[config.mk]
export PLATFORM = sky130hd
export DESIGN_NAME = swtlb_unit
export DESIGN_NICKNAME = d
export VERILOG_FILES = /design/src/rtl/swtlb_pkg.sv /design/src/rtl/swtlb_fa_array.sv /design/src/rtl/swtlb_sa_array.sv /design/src/rtl/swtlb_unit.sv
export SDC_FILE = /design/constraint.sdc
export NUM_CORES = 2
export LEC_CHECK = 0
export ABC_AREA = 1
export CAP_MARGIN = 5
export CORE_UTILIZATION = 40
export CTS_BUF_LIST = sky130_fd_sc_hd__clkbuf_16
export CTS_CLUSTER_SIZE = 14
export DETAILED_ROUTE_END_ITERATION = 6
export SLEW_MARGIN = 20
export SYNTH_ARGS = -nofsm -noshare
export SYNTH_HDL_FRONTEND = slang
export SYNTH_SLANG_ARGS = --single-unit
[constraint.sdc]
create_clock -name clk -period 2.6 [get_ports clk]
set_input_delay 0.78 -clock clk [delete_from_list [all_inputs] [get_ports clk]]
set_output_delay 0.78 -clock clk [all_outputs]
set_load 0.03 [all_outputs]
[src/rtl/swtlb_pkg.sv]
package swtlb_pkg;

  localparam int EPN_W  = 20;
  localparam int PID_W  = 8;
  localparam int RPN_W  = 20;
  localparam int ATTR_W = 6;
  localparam int PG_LSB = 12;

  typedef struct packed {
    logic              valid;
    logic              prot;
    logic              as_id;
    logic [PID_W-1:0]  tid;
    logic [EPN_W-1:0]  epn;
    logic [RPN_W-1:0]  rpn;
    logic [ATTR_W-1:0] attr;
  } tlb_entry_t;

  typedef enum logic [1:0] {
    ST_IDLE   = 2'd0,
    ST_INV_FA = 2'd1,
    ST_INV_SA = 2'd2
  } inv_state_e;

  // Page number held in an effective address.
  function automatic logic [EPN_W-1:0] ea_page(input logic [31:0] ea);
    return ea[31:PG_LSB];
  endfunction

  // Page number of the invalidate address (base may be forced to zero).
  function automatic logic [EPN_W-1:0] inv_page(input logic        base_zero,
                                                input logic [31:0] base,
                                                input logic [31:0] index);
    logic [31:0] sum;
    sum = (base_zero ? 32'd0 : base) + index;
    return sum[31:PG_LSB];
  endfunction

  // Search match rule; a zero translation ID is a wildcard.
  function automatic logic search_match(input tlb_entry_t       e,
                                        input logic [EPN_W-1:0] epn,
                                        input logic             as_id,
                                        input logic [PID_W-1:0] pid);
    return e.valid && (e.as_id == as_id) && (e.epn == epn) &&
           ((e.tid == '0) || (e.tid == pid));
  endfunction

  // Invalidate rule; protected entries are never cleared.
  function automatic logic inv_match(input tlb_entry_t       e,
                                     input logic             all,
                                     input logic [EPN_W-1:0] epn);
    return e.valid && !e.prot && (all || (e.epn == epn));
  endfunction

endpackage

[src/rtl/swtlb_fa_array.sv]
module swtlb_fa_array
  import swtlb_pkg::*;
#(
  parameter  int N     = 4,
  localparam int IDX_W = (N > 1) ? $clog2(N) : 1
) (
  input  logic             clk,
  input  logic             rst_n,
  input  logic [EPN_W-1:0] key_epn,
  input  logic             key_as,
  input  logic [PID_W-1:0] key_pid,
  input  logic             inv_en,
  input  logic             inv_all,
  input  logic [EPN_W-1:0] inv_epn,
  input  logic             wr_en,
  input  logic [IDX_W-1:0] wr_idx,
  input  tlb_entry_t       wr_entry,
  output logic             hit,
  output logic [IDX_W-1:0] hit_idx,
  output tlb_entry_t       hit_entry
);

  tlb_entry_t slot_all [N];

  for (genvar i = 0; i < N; i++) begin : g_slot
    tlb_entry_t slot_q;
    logic       clr_now;
    assign clr_now     = inv_en && inv_match(slot_q, inv_all, inv_epn);
    assign slot_all[i] = slot_q;

    always_ff @(posedge clk or negedge rst_n) begin
      if (!rst_n)                                 slot_q       <= '0;
      else if (clr_now)                           slot_q.valid <= 1'b0;
      else if (wr_en && (wr_idx == IDX_W'(i)))    slot_q       <= wr_entry;
    end

    AST_FA_PROT_KEPT: assert property (@(posedge clk) disable iff (!rst_n)
      (inv_en && slot_q.valid && slot_q.prot) |=> slot_q.valid);
  end

  // Lowest slot wins.
  always_comb begin
    hit       = 1'b0;
    hit_idx   = '0;
    hit_entry = '0;
    for (int i = N - 1; i >= 0; i--) begin
      if (search_match(slot_all[i], key_epn, key_as, key_pid)) begin
        hit       = 1'b1;
        hit_idx   = IDX_W'(i);
        hit_entry = slot_all[i];
      end
    end
  end

endmodule

[src/rtl/swtlb_sa_array.sv]
module swtlb_sa_array
  import swtlb_pkg::*;
#(
  parameter  int SETS  = 8,
  parameter  int WAYS  = 4,
  localparam int SET_W = (SETS > 1) ? $clog2(SETS) : 1,
  localparam int WAY_W = (WAYS > 1) ? $clog2(WAYS) : 1
) (
  input  logic             clk,
  input  logic             rst_n,
  input  logic [EPN_W-1:0] key_epn,
  input  logic             key_as,
  input  logic [PID_W-1:0] key_pid,
  input  logic             inv_en,
  input  logic             inv_all,
  input  logic [EPN_W-1:0] inv_epn,
  input  logic             wr_en,
  input  tlb_entry_t       wr_entry,
  output logic             hit,
  output logic [WAY_W-1:0] hit_way,
  output tlb_entry_t       hit_entry,
  output logic [SET_W-1:0] key_set,
  output logic [WAY_W-1:0] victim
);

  tlb_entry_t       ent_all  [SETS*WAYS];
  logic [WAY_W-1:0] vptr_all [SETS];
  logic [SET_W-1:0] wr_set;
  logic [SET_W-1:0] inv_set;

  assign wr_set  = wr_entry.epn[SET_W-1:0];
  assign inv_set = inv_epn[SET_W-1:0];
  assign key_set = key_epn[SET_W-1:0];

  for (genvar s = 0; s < SETS; s++) begin : g_set
    logic [WAY_W-1:0] vptr_q;
    logic             set_wr;
    logic             set_inv;
    assign set_wr      = wr_en && (wr_set == SET_W'(s));
    assign set_inv     = inv_en && (inv_all || (inv_set == SET_W'(s)));
    assign vptr_all[s] = vptr_q;

    always_ff @(posedge clk or negedge rst_n) begin
      if (!rst_n)      vptr_q <= '0;
      else if (set_wr) vptr_q <= vptr_q + 1'b1;
    end

    AST_VICTIM_ADVANCE: assert property (@(posedge clk) disable iff (!rst_n)
      set_wr |=> (vptr_q == WAY_W'($past(vptr_q) + 1'b1)));

    for (genvar w = 0; w < WAYS; w++) begin : g_way
      tlb_entry_t ent_q;
      logic       clr_now;
      assign clr_now = set_inv && inv_match(ent_q, inv_all, inv_epn);
      assign ent_all[s*WAYS + w] = ent_q;

      always_ff @(posedge clk or negedge rst_n) begin
        if (!rst_n)                                  ent_q       <= '0;
        else if (clr_now)                            ent_q.valid <= 1'b0;
        else if (set_wr && (vptr_q == WAY_W'(w)))    ent_q       <= wr_entry;
      end

      AST_SA_PROT_KEPT: assert property (@(posedge clk) disable iff (!rst_n)
        (inv_en && ent_q.valid && ent_q.prot) |=> ent_q.valid);
    end
  end

  assign victim = vptr_all[key_set];

  // Lowest way of the indexed set wins.
  always_comb begin
    hit       = 1'b0;
    hit_way   = '0;
    hit_entry = '0;
    for (int w = WAYS - 1; w >= 0; w--) begin
      if (search_match(ent_all[int'(key_set)*WAYS + w], key_epn, key_as, key_pid)) begin
        hit       = 1'b1;
        hit_way   = WAY_W'(w);
        hit_entry = ent_all[int'(key_set)*WAYS + w];
      end
    end
  end

endmodule

[src/rtl/swtlb_unit.sv]
module swtlb_unit
  import swtlb_pkg::*;
#(
  parameter  int FA_N   = 4,
  parameter  int SETS   = 8,
  parameter  int WAYS   = 4,
  localparam int FA_W   = (FA_N > 1) ? $clog2(FA_N) : 1,
  localparam int SET_W  = (SETS > 1) ? $clog2(SETS) : 1,
  localparam int WAY_W  = (WAYS > 1) ? $clog2(WAYS) : 1,
  localparam int RIDX_W = (FA_W > SET_W) ? FA_W : SET_W
) (
  input  logic              clk,
  input  logic              rst_n,
  input  logic              srch_req,
  input  logic              srch_base_nz,
  input  logic [31:0]       srch_ea,
  input  logic              sctl_as,
  input  logic [PID_W-1:0]  sctl_pid,
  input  logic              inv_req,
  input  logic              inv_base_zero,
  input  logic [31:0]       inv_base,
  input  logic [31:0]       inv_index,
  input  logic              inv_all,
  input  logic              wr_req,
  input  logic              wr_to_fa,
  input  logic [FA_W-1:0]   wr_fa_idx,
  input  logic              wr_valid,
  input  logic              wr_prot,
  input  logic              wr_as,
  input  logic [PID_W-1:0]  wr_tid,
  input  logic [EPN_W-1:0]  wr_epn,
  input  logic [RPN_W-1:0]  wr_rpn,
  input  logic [ATTR_W-1:0] wr_attr,
  output logic              busy,
  output logic              srch_done,
  output logic              illegal,
  output logic              res_valid,
  output logic              res_prot,
  output logic              res_as,
  output logic [PID_W-1:0]  res_tid,
  output logic [EPN_W-1:0]  res_epn,
  output logic [RPN_W-1:0]  res_rpn,
  output logic [ATTR_W-1:0] res_attr,
  output logic              res_in_fa,
  output logic [WAY_W-1:0]  res_way,
  output logic [RIDX_W-1:0] res_idx
);

  inv_state_e       state_q;
  logic             idle;
  logic             take_inv, take_srch, take_wr;
  logic             srch_legal, srch_bad;
  logic [EPN_W-1:0] key_epn;
  logic [EPN_W-1:0] inv_epn_q;
  logic             inv_all_q;
  tlb_entry_t       wr_entry;

  logic             fa_hit;
  logic [FA_W-1:0]  fa_idx;
  tlb_entry_t       fa_entry;
  logic             sa_hit;
  logic [WAY_W-1:0] sa_way;
  tlb_entry_t       sa_entry;
  logic [SET_W-1:0] sa_set;
  logic [WAY_W-1:0] sa_victim;

  tlb_entry_t        res_q;
  logic              in_fa_q;
  logic [WAY_W-1:0]  way_q;
  logic [RIDX_W-1:0] idx_q;
  logic              done_q, ill_q;

  // Command arbitration: invalidate, then search, then write.
  assign idle       = (state_q == ST_IDLE);
  assign take_inv   = idle && inv_req;
  assign take_srch  = idle && !inv_req && srch_req;
  assign take_wr    = idle && !inv_req && !srch_req && wr_req;
  assign srch_legal = take_srch && !srch_base_nz;
  assign srch_bad   = take_srch && srch_base_nz;
  assign key_epn    = ea_page(srch_ea);

  assign wr_entry = '{valid: wr_valid, prot: wr_prot, as_id: wr_as, tid: wr_tid,
                      epn: wr_epn, rpn: wr_rpn, attr: wr_attr};

  swtlb_fa_array #(.N(FA_N)) i_fa (
    .clk       (clk),
    .rst_n     (rst_n),
    .key_epn   (key_epn),
    .key_as    (sctl_as),
    .key_pid   (sctl_pid),
    .inv_en    (state_q == ST_INV_FA),
    .inv_all   (inv_all_q),
    .inv_epn   (inv_epn_q),
    .wr_en     (take_wr && wr_to_fa),
    .wr_idx    (wr_fa_idx),
    .wr_entry  (wr_entry),
    .hit       (fa_hit),
    .hit_idx   (fa_idx),
    .hit_entry (fa_entry)
  );

  swtlb_sa_array #(.SETS(SETS), .WAYS(WAYS)) i_sa (
    .clk       (clk),
    .rst_n     (rst_n),
    .key_epn   (key_epn),
    .key_as    (sctl_as),
    .key_pid   (sctl_pid),
    .inv_en    (state_q == ST_INV_SA),
    .inv_all   (inv_all_q),
    .inv_epn   (inv_epn_q),
    .wr_en     (take_wr && !wr_to_fa),
    .wr_entry  (wr_entry),
    .hit       (sa_hit),
    .hit_way   (sa_way),
    .hit_entry (sa_entry),
    .key_set   (sa_set),
    .victim    (sa_victim)
  );

  // Invalidate sequencer: one clock per array.
  always_ff @(posedge clk or negedge rst_n) begin
    if (!rst_n) begin
      state_q   <= ST_IDLE;
      inv_epn_q <= '0;
      inv_all_q <= 1'b0;
    end else begin
      unique case (state_q)
        ST_IDLE: if (take_inv) begin
          state_q   <= ST_INV_FA;
          inv_epn_q <= inv_page(inv_base_zero, inv_base, inv_index);
          inv_all_q <= inv_all;
        end
        ST_INV_FA: state_q <= ST_INV_SA;
        default:   state_q <= ST_IDLE;
      endcase
    end
  end

  // Result registers.
  always_ff @(posedge clk or negedge rst_n) begin
    if (!rst_n) begin
      res_q   <= '0;
      in_fa_q <= 1'b0;
      way_q   <= '0;
      idx_q   <= '0;
      done_q  <= 1'b0;
      ill_q   <= 1'b0;
    end else begin
      done_q <= srch_legal;
      ill_q  <= srch_bad;
      if (srch_legal) begin
        if (fa_hit) begin
          res_q   <= fa_entry;
          in_fa_q <= 1'b1;
          way_q   <= '0;
          idx_q   <= RIDX_W'(fa_idx);
        end else if (sa_hit) begin
          res_q   <= sa_entry;
          in_fa_q <= 1'b0;
          way_q   <= sa_way;
          idx_q   <= RIDX_W'(sa_set);
        end else begin
          res_q   <= '{valid: 1'b0, prot: 1'b0, as_id: sctl_as, tid: sctl_pid,
                       epn: key_epn, rpn: '0, attr: '0};
          in_fa_q <= 1'b0;
          way_q   <= sa_victim;
          idx_q   <= RIDX_W'(sa_set);
        end
      end
    end
  end

  assign busy      = !idle;
  assign srch_done = done_q;
  assign illegal   = ill_q;
  assign res_valid = res_q.valid;
  assign res_prot  = res_q.prot;
  assign res_as    = res_q.as_id;
  assign res_tid   = res_q.tid;
  assign res_epn   = res_q.epn;
  assign res_rpn   = res_q.rpn;
  assign res_attr  = res_q.attr;
  assign res_in_fa = in_fa_q;
  assign res_way   = way_q;
  assign res_idx   = idx_q;

  AST_DONE_NOT_ILLEGAL: assert property (@(posedge clk) disable iff (!rst_n)
    !(srch_done && illegal));
  AST_ILLEGAL_HOLDS_RESULT: assert property (@(posedge clk) disable iff (!rst_n)
    illegal |-> ($stable(res_q) && $stable(idx_q) && $stable(way_q)));
  AST_FA_WINS: assert property (@(posedge clk) disable iff (!rst_n)
    (srch_legal && fa_hit) |=> (res_in_fa && res_valid));
  AST_DONE_ONE_CYCLE: assert property (@(posedge clk) disable iff (!rst_n)
    srch_legal |=> srch_done);
  AST_BUSY_HOLDS: assert property (@(posedge clk) disable iff (!rst_n)
    $rose(busy) |=> busy);
  AST_BUSY_ENDS: assert property (@(posedge clk) disable iff (!rst_n)
    (busy && $past(busy)) |=> !busy);
  AST_QUIET_WHILE_BUSY: assert property (@(posedge clk) disable iff (!rst_n)
    busy |-> (!srch_done && !illegal));

endmodule

==> impl_metrics.csv <==
group,metric,value,unit
floorplanning,die_y,534,um
timing,setup_viol,332,
global_routing,grt_use_total,35.0,%
detailed_routing,vias_per_cell,5.58,
clocking,cts_buffer_depth,4,
global_routing,antenna_found_initial,31,
timing,rsz0062_at_grt,"true",
synthesis,ys_seq_area_share,47.7,%
critical_path,path_cells,"buf_16 -> buf_16 -> buf_16 -> o211ai_1 -> nand3_1 -> nand3_2 -> nand2_1 -> nor2_1 -> nand2_1 -> nor2_1 -> nand3_1 -> buf_6 -> nor2_4 -> buf_4 -> buf_6 -> o211ai_1 -> nand2_1 -> o21ai_1",
pwr,power,0.108,W
layout,drive_above_1_share,20.9,%
placement,dpl-instance-area,135000,um^2
layout,instances_no_fill,20571,
placement,dpl.cell_count,19892,
floorplanning,coreArea,280000,um^2
detailed_routing,wl,523000,um
timing,finalCriticalPeriod,3050,ps
timing,slew_headroom,36.8,%
detailed_routing,dr_total_vias,114732,
synthesis,synth_seq_cells,2156,
synthesis,synth.distinct_cells,58,
synthesis,yosysWarningCount,0,
clocking,cts_root_buf,"clkbuf_16",
layout,utilization,53.6,%
pwr,vdd_ir_drop_max,0.594,mV
timing,report.final.hold_viol_count,0,
placement,gp_congestion,1.02,
critical_path,start_kind,"primary input",
synthesis,ys_async_sr_fraction,100,%
timing,post-route-period-util,117,%
layout,fin_nets,16867,
detailed_routing,drt-initial-drc-count,12959,
timing,fmax,0.327,GHz
floorplanning,die_w,534,um
floorplanning,start_util,40.3,%
timing,finalClockSkew,141,ps
timing,finalHoldWorstSlack,435,ps
clocking,cts_tree,"yes",
pwr,powerDensity,723,nW/um^2
detailed_routing,first_pass_iters,7,
floorplanning,die_area,285000,um^2
critical_path,critPathTopFamily,"simple AND/OR/NAND/NOR gates",
timing,finalMaxSlewViolations,0,
synthesis,synth_fp_nets,15185,
layout,design_area,150000,um^2
synthesis,synth_area_per_cell,7.57,um^2
critical_path,arrival,3910,ps
clocking,cts_sinks,2156,
pwr,p_leak,72.1,nW
global_routing,grt_max_degree,173,
critical_path,crit_type,"in2reg",
clocking,htree_levels,4,
global_routing,grt_pass1_wl,736000,um
detailed_routing,route.detailed.drc,14,
floorplanning,rows,194,
clocking,path_clk_slew,60,ps
critical_path,cp.required,3450,ps
layout,final_common_cell,"nand2_1",
synthesis,syn_area,113000,um^2
critical_path,slowest_delay,620,ps
synthesis,synth_edf_count,0,
clocking,clock_latency,1000,ps
job,drv_cap,0,
critical_path,cp_max_fo,8,
detailed_routing,wl_per_cell,25.4,um
layout,final_cell_mix,"nand2_1, o21ai_0, dfrtp_1, buf_4, nor2_1",
timing,worst_slew_pin_slew,948,ps
clocking,numCtsBuffers,240,
floorplanning,io_pins,239,
placement,io_buffers,226,
placement,dp_hpwl,340000,um
layout,fillers,26373,
layout,syn2layout_area_growth,32.8,%
critical_path,cp-end-kind,"register",
detailed_routing,ant_nets,0,
global_routing,grt_pass1_vias,107645,
run_status,violations,"design-rule violations, negative setup slack",
worst_hold_path,hold_path_class,"in2async",
critical_path,path_buf_inv,6,
global_routing,grt-ovfl-total,0,
run_status,status,"finished with violations",
synthesis,synth-main-ff-cell,"dfrtp_1",
critical_path,slowest_stage,"o211ai_1",
synthesis,syn_inst,14950,
timing,fin_ws,-455,ps
==> metal layers <==
| layer | global-route usage [%] | wire [um] | vias to the layer above |
|---|---|---|---|
| met2 | 53.5 | 226000 | 5625 |
| met4 | 26.0 | 48800 | 18 |
| met3 | 6.48 | 47800 | 1595 |
| li1 | - | - | 52108 |
| met1 | 44.2 | 201000 | 55386 |
| met5 | 0 | 114 | - |
==> repair_timing <==
action                                  4_1_cts  5_1_grt
buffers inserted                             89       46
resized for setup                           732      653
gates cloned                                 41       57
endpoints found under the setup margin      861      962
hold buffers                                  1        0
hold endpoints to repair                      5        0
pin swaps                                   121      153
==> power by group <==
| group | switching [W] | internal, W | leakage (nW) |
|---|---|---|---|
| sequential | 0.00321 | 0.0369 | 29.4 |
| clock | 0.0149 | 0.0187 | 3.86 |
| combinational | 0.0211 | 0.0137 | 38.8 |
| total | 0.0392 | 0.0693 | 72.1 |
==> synthesized netlist by cell type (107+ instances only) <==
cell type	number	area share, %
nand3_1	756	3.3
inv_1	871	2.9
clkbuf_1	819	2.7
xnor2_1	255	2.0
nand4_1	153	0.85
nand2_1	4404	15
nor2_1	1261	4.2
o22ai_1	113	0.62
buf_2	171	0.76
dfrtp_1	2156	48
o21ai_0	2541	11
nor4_1	107	0.59
xor2_1	271	2.1
a21oi_1	263	1.2
==> registers in the layout (all words and copies together), names as in the netlist, 2 cells and up <==
register            count
res_epn                20
res_rpn                20
res_way                 2
res_idx                 3
inv_epn_q              20
i_sa.g_set.vptr_q      16
res_tid                 8
i_fa.g_slot.slot_q    228
res_attr                6
i_sa.ent_all         1824
state_q                 2
==> metrics by stage <==
step	TNS, ps	setup slack, ps
after floorplan	-8050	-264
after global placement	-1283990	-2470
after detailed placement	-1273490	-1820
after CTS	-7670	-223
after global routing	-97310	-479
final	-29420	-455
==> final timing paths <==
kind / startpoint / cells past startpoint / end / slack, ps
setup / recovery: srch_ea[12] / 18 / res_rpn[4] / -450
hold / removal: rst_n / 2 / i_sa.ent_all[1015] / 430
setup reg to reg: i_sa.ent_all[1350] / 15 / res_rpn[4] / -370
hold reg to reg: i_fa.g_slot[1].slot_q[4] / 2 / i_fa.g_slot[1].slot_q[4] / 480
max in group asynchronous: rst_n / 3 / inv_epn_q[17] / 1070
min in group clk: i_fa.g_slot[1].slot_q[4] / 2 / i_fa.g_slot[1].slot_q[4] / 480
==> area by class of cell <==
class	instances	area [um^2]	share of cell area [%]
multi-input cells	10754	54000	36.0
repair buffers	2583	26300	17.5
diodes	27	67.6	0.0450
clock inverters	190	1480	0.984
repair inverters	5	115	0.0767
well taps	3724	4660	3.10
clock buffers	240	6010	4.00
flip-flops and latches	2156	54000	36.0
inverters	892	3480	2.32
==> cell families after synthesis <==
kind of cell	Yosys count	synth area share [%]
AO/OA/AOI/OAI	3230	15.2
buffers and inverters	2043	7.34
AND/OR/NAND/NOR	6923	24.9
adder cells (fa/ha/maj)	62	0.686
flip-flops	2156	47.7
XOR/XNOR	526	4.07
multiplexers	10	0.0885
(Power assumes the default switching activity.)
